**src/rtl/coal_pkg.sv**
```systemverilog
package coal_pkg;
  // Update applied to the destination bitmap and count on the next edge.
  typedef enum logic [1:0] {
    OP_HOLD    = 2'd0,
    OP_REBUILD = 2'd1,
    OP_DELIVER = 2'd2,
    OP_ACK     = 2'd3
  } coal_op_e;
endpackage

```
**src/rtl/coal_popcount.sv**
```systemverilog
module coal_popcount #(
  parameter int N  = 8,
  parameter int CW = 4
) (
  input  logic [N-1:0]  vec,
  output logic [CW-1:0] cnt
);
  always_comb begin
    cnt = '0;
    for (int i = 0; i < N; i++) begin
      cnt = cnt + CW'(vec[i]);
    end
  end
endmodule

```
**src/rtl/coal_op_sel.sv**
```systemverilog
module coal_op_sel
  import coal_pkg::*;
(
  input  logic     rebuild_valid,
  input  logic     dlv_valid,
  input  logic     eoi_valid,
  input  logic     idle,
  input  logic     eoi_hit,
  output coal_op_e op
);
  // Priority: rebuild, then delivery (only while idle), then a hitting EOI.
  always_comb begin
    if (rebuild_valid)               op = OP_REBUILD;
    else if (dlv_valid && idle)      op = OP_DELIVER;
    else if (eoi_valid && eoi_hit)   op = OP_ACK;
    else                             op = OP_HOLD;
  end
endmodule

```
**src/rtl/coal_dest_map.sv**
```systemverilog
module coal_dest_map
  import coal_pkg::*;
#(
  parameter int N  = 8,
  parameter int IW = 3
) (
  input  logic          clk,
  input  logic          rst,
  input  coal_op_e      op,
  input  logic [N-1:0]  load_vec,
  input  logic [IW-1:0] eoi_dest,
  output logic [N-1:0]  map_q,
  output logic          eoi_hit
);
  for (genvar g = 0; g < N; g++) begin : g_bit
    always_ff @(posedge clk) begin
      if (rst) begin
        map_q[g] <= 1'b0;
      end else begin
        case (op)
          OP_REBUILD, OP_DELIVER: map_q[g] <= load_vec[g];
          OP_ACK: if (eoi_dest == IW'(g)) map_q[g] <= 1'b0;
          default: map_q[g] <= map_q[g];
        endcase
      end
    end
  end

  always_comb begin
    eoi_hit = 1'b0;
    for (int i = 0; i < N; i++) begin
      if (eoi_dest == IW'(i)) eoi_hit = map_q[i];
    end
  end

  // The bit named by an acknowledged EOI must be clear afterwards.
  AST_ACK_CLEARS_BIT: assert property (@(posedge clk) disable iff (rst)
    (op == OP_ACK) |=> !$past(eoi_hit) || (map_q != $past(map_q)));
endmodule

```
**src/rtl/coal_count_reg.sv**
```systemverilog
module coal_count_reg
  import coal_pkg::*;
#(
  parameter int CW = 4
) (
  input  logic          clk,
  input  logic          rst,
  input  coal_op_e      op,
  input  logic [CW-1:0] load_cnt,
  output logic [CW-1:0] count_q
);
  always_ff @(posedge clk) begin
    if (rst) begin
      count_q <= '0;
    end else begin
      case (op)
        OP_REBUILD, OP_DELIVER: count_q <= load_cnt;
        OP_ACK:                 count_q <= count_q - 1'b1;
        default:                count_q <= count_q;
      endcase
    end
  end

  AST_NO_UNDERFLOW: assert property (@(posedge clk) disable iff (rst)
    (op == OP_ACK) |-> (count_q != '0));
  AST_ACK_DECREMENTS: assert property (@(posedge clk) disable iff (rst)
    (op == OP_ACK) |=> (count_q == CW'($past(count_q) - 1'b1)));
endmodule

```
**src/rtl/coal_tracker.sv**
```systemverilog
module coal_tracker
  import coal_pkg::*;
#(
  parameter int NUM_DEST = 8,
  localparam int IDX_W = (NUM_DEST > 1) ? $clog2(NUM_DEST) : 1,
  localparam int CNT_W = $clog2(NUM_DEST + 1)
) (
  input  logic                clk,
  input  logic                rst,
  input  logic                line_assert,
  input  logic                dlv_valid,
  input  logic                dlv_ok,
  input  logic [NUM_DEST-1:0] dlv_accept_map,
  input  logic                eoi_valid,
  input  logic [IDX_W-1:0]    eoi_dest,
  input  logic                rebuild_valid,
  input  logic [NUM_DEST-1:0] rebuild_pending,
  output logic                coalesced,
  output logic                grant,
  output logic [CNT_W-1:0]    pend_count
);
  coal_op_e            op;
  logic                idle;
  logic                eoi_hit;
  logic [NUM_DEST-1:0] map_q;
  logic [NUM_DEST-1:0] load_vec;
  logic [CNT_W-1:0]    load_cnt;

  assign idle     = (pend_count == '0);
  assign load_vec = rebuild_valid ? rebuild_pending
                  : (dlv_ok ? dlv_accept_map : '0);

  coal_op_sel u_sel (
    .rebuild_valid (rebuild_valid),
    .dlv_valid     (dlv_valid),
    .eoi_valid     (eoi_valid),
    .idle          (idle),
    .eoi_hit       (eoi_hit),
    .op            (op)
  );

  coal_popcount #(.N(NUM_DEST), .CW(CNT_W)) u_pop (
    .vec (load_vec),
    .cnt (load_cnt)
  );

  coal_dest_map #(.N(NUM_DEST), .IW(IDX_W)) u_map (
    .clk      (clk),
    .rst      (rst),
    .op       (op),
    .load_vec (load_vec),
    .eoi_dest (eoi_dest),
    .map_q    (map_q),
    .eoi_hit  (eoi_hit)
  );

  coal_count_reg #(.CW(CNT_W)) u_cnt (
    .clk      (clk),
    .rst      (rst),
    .op       (op),
    .load_cnt (load_cnt),
    .count_q  (pend_count)
  );

  // Registered verdict on an assertion of the line.
  always_ff @(posedge clk) begin
    if (rst) begin
      coalesced <= 1'b0;
      grant     <= 1'b0;
    end else begin
      coalesced <= line_assert && !idle;
      grant     <= line_assert && idle;
    end
  end

  AST_RESET_CLEARS: assert property (@(posedge clk)
    rst |=> (pend_count == '0) && !coalesced && !grant);
  AST_COALESCE_PENDING: assert property (@(posedge clk) disable iff (rst)
    (line_assert && pend_count != '0) |=> coalesced && !grant);
  AST_GRANT_IDLE: assert property (@(posedge clk) disable iff (rst)
    (line_assert && pend_count == '0) |=> grant && !coalesced);
  AST_DELIVER_LOAD: assert property (@(posedge clk) disable iff (rst)
    (!rebuild_valid && dlv_valid && dlv_ok && pend_count == '0)
      |=> (map_q == $past(dlv_accept_map)));
  AST_FAILED_DELIVERY_EMPTY: assert property (@(posedge clk) disable iff (rst)
    (!rebuild_valid && dlv_valid && !dlv_ok && pend_count == '0)
      |=> (map_q == '0) && (pend_count == '0));
  AST_BUSY_DELIVER_IGNORED: assert property (@(posedge clk) disable iff (rst)
    (!rebuild_valid && dlv_valid && pend_count != '0 && !eoi_valid)
      |=> $stable(map_q) && $stable(pend_count));
  AST_MISS_NO_EFFECT: assert property (@(posedge clk) disable iff (rst)
    (!rebuild_valid && !(dlv_valid && pend_count == '0) && eoi_valid && !eoi_hit)
      |=> $stable(map_q) && $stable(pend_count));
  AST_COUNT_TRACKS_MAP: assert property (@(posedge clk) disable iff (rst)
    32'(pend_count) == $countones(map_q));
  AST_REBUILD_LOAD: assert property (@(posedge clk) disable iff (rst)
    rebuild_valid |=> (map_q == $past(rebuild_pending)));
endmodule

```
**config.mk**
```make
export PLATFORM = sky130hd
export DESIGN_NAME = coal_tracker
export DESIGN_NICKNAME = d
export VERILOG_FILES = /design/src/rtl/coal_pkg.sv /design/src/rtl/coal_popcount.sv /design/src/rtl/coal_op_sel.sv /design/src/rtl/coal_dest_map.sv /design/src/rtl/coal_count_reg.sv /design/src/rtl/coal_tracker.sv
export SDC_FILE = /design/constraint.sdc
export NUM_CORES = 1
export LEC_CHECK = 0
export ABC_AREA = 1
export BUFFER_PORTS_ARGS = -buffer_cell sky130_fd_sc_hd__buf_4
export CORE_MARGIN = 4
export CORE_UTILIZATION = 54
export DETAILED_ROUTE_END_ITERATION = 6
export PLACE_DENSITY = 0.91
export SLEW_MARGIN = 40
export SYNTH_ARGS = -nofsm -noshare
export SYNTH_HDL_FRONTEND = slang
export SYNTH_SLANG_ARGS = --single-unit
```
**constraint.sdc**
```tcl
create_clock -name clk -period 5.84 [get_ports clk]
set_input_delay 0.584 -clock clk [delete_from_list [all_inputs] [get_ports clk]]
set_output_delay 0.584 -clock clk [all_outputs]
set_load 0.02 [all_outputs]
```
==> results.py <==
metrics = {
    "sta": {
        "tns_ns": 0,
        "setup_viol": 0,
        "drv_slew": 0,
        "timing.fmax_mhz": 271,
        "slew_headroom": 0.817,
        "worst_pin_slew_ns": 0.275,
        "finClkSkew_ns": 0.00117,
        "period_minus_slack_ns": 3.69,
        "post-route-period-util": 0.631,
        "hold_violations": 0,
        "rsz0062_at_grt": "false",
    },
    "status": {
        "status": "finished, final reports clean",
    },
    "clocking": {
        "post_cts_resized": 0,
        "h-tree-depth": 1,
        "cts_buffers": 3,
        "cts.path.max_buffers": 2,
        "hold_buffers": 0,
        "clock_latency_ns": 0.29,
        "cts_tree": "yes",
        "clk_pin_slew_ns": 0.09,
        "clock_sinks": 14,
        "post_cts.repair.setup_buffers": 0,
        "root_buffer": "clkbuf_4",
    },
    "route": {
        "wire_per_inst_um": 12.3,
        "drcViolationCount": 0,
        "vias_per_cell": 5.49,
        "first_iter_violations": 19,
        "routed_wl_um": 2370,
        "via_count": 1059,
        "firstDrtPassIters": 4,
        "ant_nets": 0,
    },
    "critical_path": {
        "cpMaxStageDelayCell": "fa_1",
        "crit_type": "input port to flop",
        "crit_chain": "buf_4 > inv_2 > nand2_1 > inv_2 > a22oi_1 > inv_1 > ha_1 > inv_1 > fa_1 > fa_1 > fa_1 > fa_1 > a21oi_1 > o21ai_0 > o21ai_1 > a21oi_1",
        "crit_path_max_fanout": 10,
        "rrSetupSlack_ns": 3.53,
        "cp.arrival_ns": 3.87,
        "critical-path-top-delay-family": "adder cells",
        "start_kind": "input port",
        "critPathMaxStageDelay_ns": 0.52,
        "cp_num_buf_inv": 5,
        "required_ns": 6.02,
        "critPathCaptureType": "flop",
        "crit_top_cell": "fa_1",
    },
    "placement": {
        "place.gp.congestion": 0.815,
        "dp_hpwl_um": 1970,
        "dp.cells": 189,
        "port_buffers": 31,
    },
    "final_layout": {
        "nets": 205,
        "drive_gt1_frac": 0.321,
        "synthToLayoutAreaGrowth_pct": 23.3,
        "final_util": 0.732,
        "regArea_um2": 280,
        "num-fill-cells": 142,
        "fin_cells": 193,
        "multi_input_comb_area_um2": 634,
        "n_antenna_cell": 0,
    },
    "global_route": {
        "grt_pass1_vias": 955,
        "grt_usage": 0.194,
        "antenna_found_initial": 0,
        "grt_max_degree": 17,
        "grt_pass1_wl_um": 3890,
        "grt_overflow": 0,
    },
    "logic_synthesis": {
        "ys_ff_latch": 14,
        "synth_area_leader_cell": "dfxtp_1",
        "synthFlopType": "dfxtp_1",
        "netlist_area_mm2": 0.00107,
        "synth_common_cells": "nand2_1 (16), dfxtp_1 (14), inv_2 (14)",
        "ys_top_cells_by_area": "dfxtp_1 (26%), fa_1 (7.5%), ha_1 (7.0%)",
        "syn_avg_cell_area_um2": 7.70,
        "seq_area_frac_synth": 0.262,
        "synthCells": 139,
        "synth_cell_type_count": 31,
        "synthesis.nets": 175,
        "ys_async_sr_fraction": 0,
        "yosysMostFrequentCell": "nand2_1",
        "synth_top_area_share": 0.262,
        "synth_warnings": 0,
        "synth_edf_count": 0,
    },
    "power_and_ir_drop": {
        "leakagePower_nw": 0.628,
        "vdd_ir_drop_max_mv": 0.206,
        "power_density_mw_per_mm2": 276,
    },
    "run": {
        "maxCapViolations": 0,
    },
    "floorplanning": {
        "die_area_mm2": 0.00276,
        "start_util": 0.594,
        "die_height_um": 52.5,
        "fp-row-count": 15,
        "core-area_mm2": 0.00180,
        "die_w_um": 52.5,
        "io_pins": 32,
    },
    "hold_path": {
        "hp-class": "flop to flop",
    },
}
[registers in the layout, indices dropped and copies added, names as in the netlist]
| register | flops |
|---|---|
| u_cnt.count_q | 4 |
| grant | 1 |
| coalesced | 1 |
| u_map.map_q | 8 |
[path summary, 6_finish.rpt]
kind | from | end | cells after the start
worst max register to register | u_cnt.count_q[0]$_SDFFE_PP0P_ | u_map.map_q[2]$_SDFFE_PP0P_ | 13
worst max-delay path | rebuild_valid | u_cnt.count_q[2]$_SDFFE_PP0P_ | 16
worst min-delay path | u_cnt.count_q[1]$_SDFFE_PP0P_ | u_cnt.count_q[1]$_SDFFE_PP0P_ | 2
worst min register to register | u_cnt.count_q[1]$_SDFFE_PP0P_ | u_cnt.count_q[1]$_SDFFE_PP0P_ | 2
[cells by family (layout without fill, tap and decap cells)]
logic type,Yosys count,count (layout),synth area share
DFF,14,14,0.262
buffers and inverters,33,62,0.145
and+or+nand+nor,42,42,0.193
xor gates and xnor gates,1,1,0.00819
AOI/OAI and AO/OA,39,39,0.247
adders and majority gates,10,10,0.145
[cell type report]
type                       count  share of cell area
multi-input combinational     92               0.481
sequential                    14               0.213
timing repair buffer          31               0.176
inverter                      27              0.0787
clock buffer                   4              0.0275
tap                           25              0.0237
[worst reg2reg max path, cell delays in order, from the launching register on]
cell and delay (ns):
dfxtp_1 0.34, inv_1 0.08, ha_1 0.16, nand2_1 0.11, nor2_1 0.22, nand2_4 0.08, nand3_1 0.11, nand2_2 0.06
ha_1 0.30, inv_2 0.20, nand2_1 0.09, inv_2 0.20, o221ai_1 0.14, a21oi_1 0.16
[placed cells by master, fill, tap and decap left out]
cell type,count
o21ai_0,4
inv_1,12
nor2_4,1
a31oi_1,1
a21oi_1,12
inv_2,14
fa_1,4
nand2_4,1
nand4_1,4
ha_1,6
a22oi_1,1
o21ai_1,2
nor3_1,1
nand3_1,12
nor2_1,4
xnor2_1,1
o21bai_1,1
buf_4,31
o21a_1,1
nor4_1,1
o211ai_1,2
inv_4,1
clkbuf_8,1
o221ai_1,8
nand2_2,1
dfxtp_1,14
a22o_1,6
nand2_1,16
nor2_2,1
a211oi_1,1
clkbuf_4,3
[routing by layer]
layer | vias up | share of wire | GRT usage
met3 | 5 | 0.069 | 0.0313
met2 | 40 | 0.49 | 0.320
met4 | 0 | 0.022 | 0.102
met1 | 477 | 0.42 | 0.238
li1 | 537 | - | -
met5 | - | 0 | 0
[metrics by stage]
step	instance area, um2	setup WS, ns	power (W)	hold slack (ns)
after global routing	1320	2.02	0.000394	0.474
after floorplan	1070	2.08	0.000250	0.522
after global placement	1280	2.03	0.000287	0.471
after detailed placement	1280	1.87	0.000294	0.476
final	1320	2.15	0.000364	0.488
after CTS	1320	2.18	0.000366	0.479
[power breakdown]
group	switching [W]	internal (W)	leakage [nW]
Combinational	0.0000940	0.0000706	0.491
Sequential	0.0000115	0.000116	0.116
Clock	0.0000338	0.0000380	0.0210
Total	0.000139	0.000224	0.628
(Power assumes the default switching activity.)
